### src/rtl/xgc_pkg.sv
package xgc_pkg;

  typedef enum logic [1:0] {
    PF_NORMAL  = 2'b00,
    PF_FLUSH   = 2'b01,
    PF_INHIBIT = 2'b10,
    PF_RSVD    = 2'b11
  } pin_fn_e;

  typedef enum logic [1:0] {
    GS_RUN     = 2'b00,
    GS_DRAIN   = 2'b01,
    GS_RELEASE = 2'b10,
    GS_BLOCK   = 2'b11
  } gate_st_e;

  // qualified pin level that requests a receive flush
  function automatic logic flush_level(input logic [1:0] fn, input logic pin);
    return pin && (fn == PF_FLUSH);
  endfunction

  // qualified pin level that requests transmit inhibit
  function automatic logic inhibit_level(input logic [1:0] fn, input logic pin);
    return pin && (fn == PF_INHIBIT);
  endfunction

  // state reached from RUN once the inhibit level is seen
  function automatic gate_st_e inhibit_entry(input logic busy, input logic eof,
                                             input logic token);
    if (busy && !eof) return GS_DRAIN;
    if (token)        return GS_RELEASE;
    return GS_BLOCK;
  endfunction

endpackage

### src/rtl/xgc_sync.sv
module xgc_sync #(
  parameter int STAGES = 2
) (
  input  logic clk,
  input  logic rst_n,
  input  logic d_i,
  output logic q_o
);
  localparam int LAST = STAGES - 1;

  logic [LAST:0] chain;

  generate
    for (genvar g = 0; g < STAGES; g++) begin : g_stage
      if (g == 0) begin : g_first
        always_ff @(posedge clk or negedge rst_n) begin
          if (!rst_n) chain[g] <= 1'b0;
          else        chain[g] <= d_i;
        end
      end else begin : g_next
        always_ff @(posedge clk or negedge rst_n) begin
          if (!rst_n) chain[g] <= 1'b0;
          else        chain[g] <= chain[g-1];
        end
      end
    end
  endgenerate

  assign q_o = chain[LAST];

endmodule

### src/rtl/xgc_decode.sv
module xgc_decode
  import xgc_pkg::*;
(
  input  logic       clk,
  input  logic       rst_n,
  input  logic [1:0] pin_fn_i,
  input  logic       pin_s_i,
  output logic       rx_flush_o,
  output logic       inhibit_o
);
  logic [1:0] fn_q;
  logic       flush_lvl;
  logic       flush_lvl_q;
  logic       flush_rise;

  always_ff @(posedge clk or negedge rst_n) begin
    if (!rst_n) fn_q <= PF_NORMAL;
    else        fn_q <= pin_fn_i;
  end

  assign flush_lvl  = flush_level(fn_q, pin_s_i);
  assign inhibit_o  = inhibit_level(fn_q, pin_s_i);
  assign flush_rise = flush_lvl && !flush_lvl_q;

  always_ff @(posedge clk or negedge rst_n) begin
    if (!rst_n) begin
      flush_lvl_q <= 1'b0;
      rx_flush_o  <= 1'b0;
    end else begin
      flush_lvl_q <= flush_lvl;
      rx_flush_o  <= flush_rise;
    end
  end

  // flush is a pulse, never a level
  assert_flush_pulse_R5: assert property (@(posedge clk) disable iff (!rst_n)
    rx_flush_o |=> !rx_flush_o);

  // a pulse only comes from flush mode with the synced pin high
  assert_flush_mode_R4: assert property (@(posedge clk) disable iff (!rst_n)
    rx_flush_o |-> ($past(fn_q) == PF_FLUSH) && $past(pin_s_i));

  // flush and inhibit never coexist
  assert_no_cross_R10: assert property (@(posedge clk) disable iff (!rst_n)
    rx_flush_o |-> !$past(inhibit_o));

  // normal and reserved field values block both paths
  assert_idle_modes_R3: assert property (@(posedge clk) disable iff (!rst_n)
    (fn_q == PF_NORMAL || fn_q == PF_RSVD) |-> !inhibit_o && !flush_lvl);

endmodule

### src/rtl/xgc_gate.sv
module xgc_gate
  import xgc_pkg::*;
(
  input  logic clk,
  input  logic rst_n,
  input  logic inhibit_i,
  input  logic tx_busy_i,
  input  logic tx_eof_i,
  input  logic token_held_i,
  output logic token_rel_o,
  output logic tx_gate_o
);
  gate_st_e st_q, st_d;
  logic     drain_done;
  logic     reopen;

  assign drain_done = (st_q == GS_DRAIN) && tx_eof_i;
  assign reopen     = (st_q == GS_BLOCK) && !inhibit_i;

  always_comb begin
    st_d = st_q;
    unique case (st_q)
      GS_RUN:     if (inhibit_i) st_d = inhibit_entry(tx_busy_i, tx_eof_i, token_held_i);
      GS_DRAIN:   if (drain_done) st_d = token_held_i ? GS_RELEASE : GS_BLOCK;
      GS_RELEASE: st_d = GS_BLOCK;
      GS_BLOCK:   if (reopen) st_d = GS_RUN;
      default:    st_d = GS_RUN;
    endcase
  end

  always_ff @(posedge clk or negedge rst_n) begin
    if (!rst_n) st_q <= GS_RUN;
    else        st_q <= st_d;
  end

  assign token_rel_o = (st_q == GS_RELEASE);
  assign tx_gate_o   = (st_q == GS_RUN);

  assert_release_single_R7: assert property (@(posedge clk) disable iff (!rst_n)
    token_rel_o |=> !token_rel_o && !tx_gate_o);

  assert_release_token_R7: assert property (@(posedge clk) disable iff (!rst_n)
    token_rel_o |-> $past(token_held_i));

  assert_gate_closed_R6: assert property (@(posedge clk) disable iff (!rst_n)
    (inhibit_i && $past(inhibit_i)) |-> !tx_gate_o);

  assert_drain_wait_R8: assert property (@(posedge clk) disable iff (!rst_n)
    ((st_q == GS_DRAIN) && !tx_eof_i) |=> !token_rel_o);

  assert_reopen_R9: assert property (@(posedge clk) disable iff (!rst_n)
    reopen |=> tx_gate_o);

endmodule

### src/rtl/xmit_gate_ctl.sv
module xmit_gate_ctl #(
  parameter int SYNC_STAGES = 2
) (
  input  logic       clk,
  input  logic       rst_n,
  input  logic       ctl_pin_i,
  input  logic [1:0] pin_fn_i,
  input  logic       tx_busy_i,
  input  logic       tx_eof_i,
  input  logic       token_held_i,
  output logic       rx_flush_o,
  output logic       token_rel_o,
  output logic       tx_gate_o
);
  logic pin_s;
  logic inhibit;

  xgc_sync #(.STAGES(SYNC_STAGES)) u_sync (
    .clk   (clk),
    .rst_n (rst_n),
    .d_i   (ctl_pin_i),
    .q_o   (pin_s)
  );

  xgc_decode u_decode (
    .clk        (clk),
    .rst_n      (rst_n),
    .pin_fn_i   (pin_fn_i),
    .pin_s_i    (pin_s),
    .rx_flush_o (rx_flush_o),
    .inhibit_o  (inhibit)
  );

  xgc_gate u_gate (
    .clk          (clk),
    .rst_n        (rst_n),
    .inhibit_i    (inhibit),
    .tx_busy_i    (tx_busy_i),
    .tx_eof_i     (tx_eof_i),
    .token_held_i (token_held_i),
    .token_rel_o  (token_rel_o),
    .tx_gate_o    (tx_gate_o)
  );

  // nothing pending right after reset
  assert_reset_quiet_R1: assert property (@(posedge clk)
    $rose(rst_n) |-> !rx_flush_o && !token_rel_o && tx_gate_o);

  // a flush pulse never closes the gate on its own
  assert_flush_keeps_gate_R10: assert property (@(posedge clk) disable iff (!rst_n)
    (rx_flush_o && $past(tx_gate_o) && !$past(inhibit)) |-> tx_gate_o);

endmodule

### config.mk
export PLATFORM = sky130hd
export DESIGN_NAME = xmit_gate_ctl
export DESIGN_NICKNAME = d
export VERILOG_FILES = /design/src/rtl/xgc_pkg.sv /design/src/rtl/xgc_sync.sv /design/src/rtl/xgc_decode.sv /design/src/rtl/xgc_gate.sv /design/src/rtl/xmit_gate_ctl.sv
export SDC_FILE = /design/constraint.sdc
export NUM_CORES = 1
export LEC_CHECK = 0
export ABC_CLOCK_PERIOD_IN_PS = 2700
export BUFFER_PORTS_ARGS = -buffer_cell sky130_fd_sc_hd__clkbuf_2
export CORE_AREA = 2 2 39 41
export DETAILED_ROUTE_END_ITERATION = 16
export DIE_AREA = 0 0 41 43
export GPL_ROUTABILITY_DRIVEN = 0
export HOLD_SLACK_MARGIN = 0.03
export MAX_ROUTING_LAYER = met4
export PLACE_DENSITY = 0.51
export SLEW_MARGIN = 30
export SYNTH_ARGS = -nofsm -noshare
export SYNTH_HDL_FRONTEND = slang
export SYNTH_HIERARCHICAL = 1
export SYNTH_SLANG_ARGS = --single-unit
### constraint.sdc
create_clock -name clk -period 2.7 [get_ports clk]
set_input_delay 0 -clock clk [delete_from_list [all_inputs] [get_ports clk]]
set_output_delay 0 -clock clk [all_outputs]
set_load 0.03 [all_outputs]
==> flow_summary.toml <==
[cts]
clock_path_buffers = 2
cts-root-buf = "clkbuf_4"
worstSkewPairLatency_ns = 0.25
cts_tree = "yes"
cts_sinks = 8
ctsResizeCount = 0
htree_levels = 1
cts_buffers = 3
cts.clk_slew.worst_paths_ns = 0.06
post_cts_buffers = 0

[global_route]
use_met2_pct = 16.3
antenna_found_initial = 0
grt_pass1_vias = 274
met1_usage_pct = 6.69
top_usage_layer = "met2"
grt_max_degree = 9
track_usage_pct = 9.38
met3_usage_pct = 4.71
grt_pass1_wl_um = 993
grt_overflow = 0

[yosys]
yosys.area.top_type = "dfrtp_1"
avgSynthCellArea_um2 = 13.7
yosysSeqAreaShare_pct = 54.2
synth_warnings = 6
syn_inst = 27
synth.top_cell.area_share_pct = 54.2
yosysUniqueCellTypes = 11
syn_nets = 39
synth-seq-cells = 8
syn_area_um2 = 369
synth_area_leaders = "dfrtp_1, ha_1, mux2i_1, and3b_2, mux2_4"

[layout]
seqCellArea_um2 = 200
drive_above_1_share_pct = 38.6
fillCellCount = 142
syn2layout_area_growth_pct = 35.9
multi_input_area_um2 = 158
antenna-diode-count = 0
fin_nets = 58

[sta]
finalMaxSlewViolations = 0
rsz0062_at_grt = "no"
period_minus_slack_ns = 1.45
worst_pin_slew_ns = 0.263
period_share_pct = 53.8
fin_skew_ns = 0.00827
setup_violations = 0
hold_violations = 0
whs_ns = 0.122
slew_headroom_pct = 82.3
tns_ns = 0
max_freq_mhz = 688

[place]
dp_hpwl_um = 513
io_buffer_count = 10

[detailed_routing]
firstDrtPassIters = 3
drt_iter0_drc = 3
wl_per_cell_um = 10.5
drc = 0
routed_wl_um = 631
via_count = 255
vias_per_cell = 4.25
detail-route-antenna-nets = 0

[floorplanning]
die_area_mm2 = 0.00176
num_rows = 14
start_util_pct = 26.7
die_width_um = 41
core-area_mm2 = 0.00138
ios = 11
die_h_um = 43

[critical_path]
r2r_cells = 5
crit_required_ns = 2.83
critical_path_class = "reg -> reg"
cp_data_arrival_time_ns = 1.59
start_kind = "flip-flop"
crit_path_end_kind = "flip-flop"
crit_fanout = 5

[hold_path]
hold_class = "in -> reg"
hold_depth = 3

[run_status]
status = "complete, no violations"

[power_and_ir_drop]
power.density_mw_per_mm2 = 909
p_leak_nw = 0.258
vdd_drop_max_mv = 0.272

[job]
cap_violations = 0
routing by layer:
metal  wire, um  share of wire, %  vias to the layer above
met1        235                37                      123
met5          0                 0                        -
met2        364                58                        4
met3         31               4.9                        0
met4          0                 0                        0
li1           -                 -                      128
cells by family after synthesis:
group                    Yosys count  synth area share [%]
AND/OR/NAND/NOR                    6                  13.2
AO/OA/AOI/OAI                      2                  3.73
multiplexers                       4                  12.2
adder cells (fa/ha/maj)            4                  13.6
buffers and inverters              3                  3.05
flip-flops                         8                  54.2
critical path, cell delays in order, from the launching register on:
cell and delay (ns):
dfrtp_1 0.42, inv_1 0.10, ha_1 0.24, mux2i_1 0.10
o21ai_1 0.17, mux2_4 0.32
Yosys cell counts (all sizes together):
cell    n
a32oi   1
and3b   2
and4bb  1
dfrtp   8
ha      4
inv     3
mux2    1
mux2i   3
nand2b  2
nor2    1
o21ai   1
worst paths after layout:
check | startpoint | endpoint | slack, ns
setup reg to reg | u_gate/st_q[0] | u_gate/st_q[0] | 1.25
min in group asynchronous | rst_n | u_gate/st_q[0] | 0.13
max in group asynchronous | rst_n | u_decode/fn_q[0] | 2.38
hold reg to reg | u_sync/chain[0] | u_sync/q_o | 0.34
setup / recovery | u_gate/st_q[0] | u_gate/st_q[0] | 1.25
hold / removal | tx_eof_i | u_gate/st_q[1] | 0.12
layout make-up:
class	instances	area share, %
Tap cell	16	3.99
Sequential cell	8	39.9
Timing Repair Buffer	14	18.0
Inverter	3	2.24
Clock buffer	3	4.49
Multi-Input combinational cell	16	31.4
report_power, final:
part           internal [mW]  switching [mW]  total, mW  leakage (nW)
clock                 0.0507          0.0380     0.0887        0.0138
sequential             0.142          0.0164      0.158        0.0967
combinational         0.0950           0.114      0.209         0.147
cell usage in the layout (no fill, tap or decap):
| cell | instances |
|---|---|
| inv_1 | 3 |
| nand2b_1 | 2 |
| clkbuf_2 | 10 |
| clkbuf_4 | 3 |
| a32oi_1 | 1 |
| dfrtp_1 | 8 |
| and3b_2 | 2 |
| mux2i_1 | 3 |
| nor2_1 | 1 |
| dlygate4sd3_1 | 4 |
| o21ai_1 | 1 |
| ha_1 | 4 |
| mux2_4 | 1 |
| and4bb_2 | 1 |
state kept, by name, indices dropped and copies added (netlist names):
signal,count
u_decode/flush_lvl_q,1
u_decode/rx_flush_o,1
u_decode/fn_q,2
u_gate/st_q,2
u_sync/q_o,1
u_sync/chain,1
metrics by stage:
stage / util, % / instances / setup WS [ns] / total power [mW] / instance area, um2
final: 36.3 / 60 / 1.25 / 0.456 / 502
after global routing: 36.3 / 60 / 1.16 / 0.491 / 502
after CTS: 36.3 / 60 / 1.25 / 0.461 / 502
after detailed placement: 31.7 / 53 / 1.25 / 0.366 / 439
after global placement: 31.7 / 53 / 1.31 / 0.351 / 439
after floorplan: - / 27 / 1.12 / 0.322 / 369
repair_timing:
item | 4_1_cts | 5_1_grt
setup endpoints to repair | 0 | 0
hold buffers | 4 | 0
endpoints found under the hold margin | 11 | 0
(Power assumes the default switching activity.)
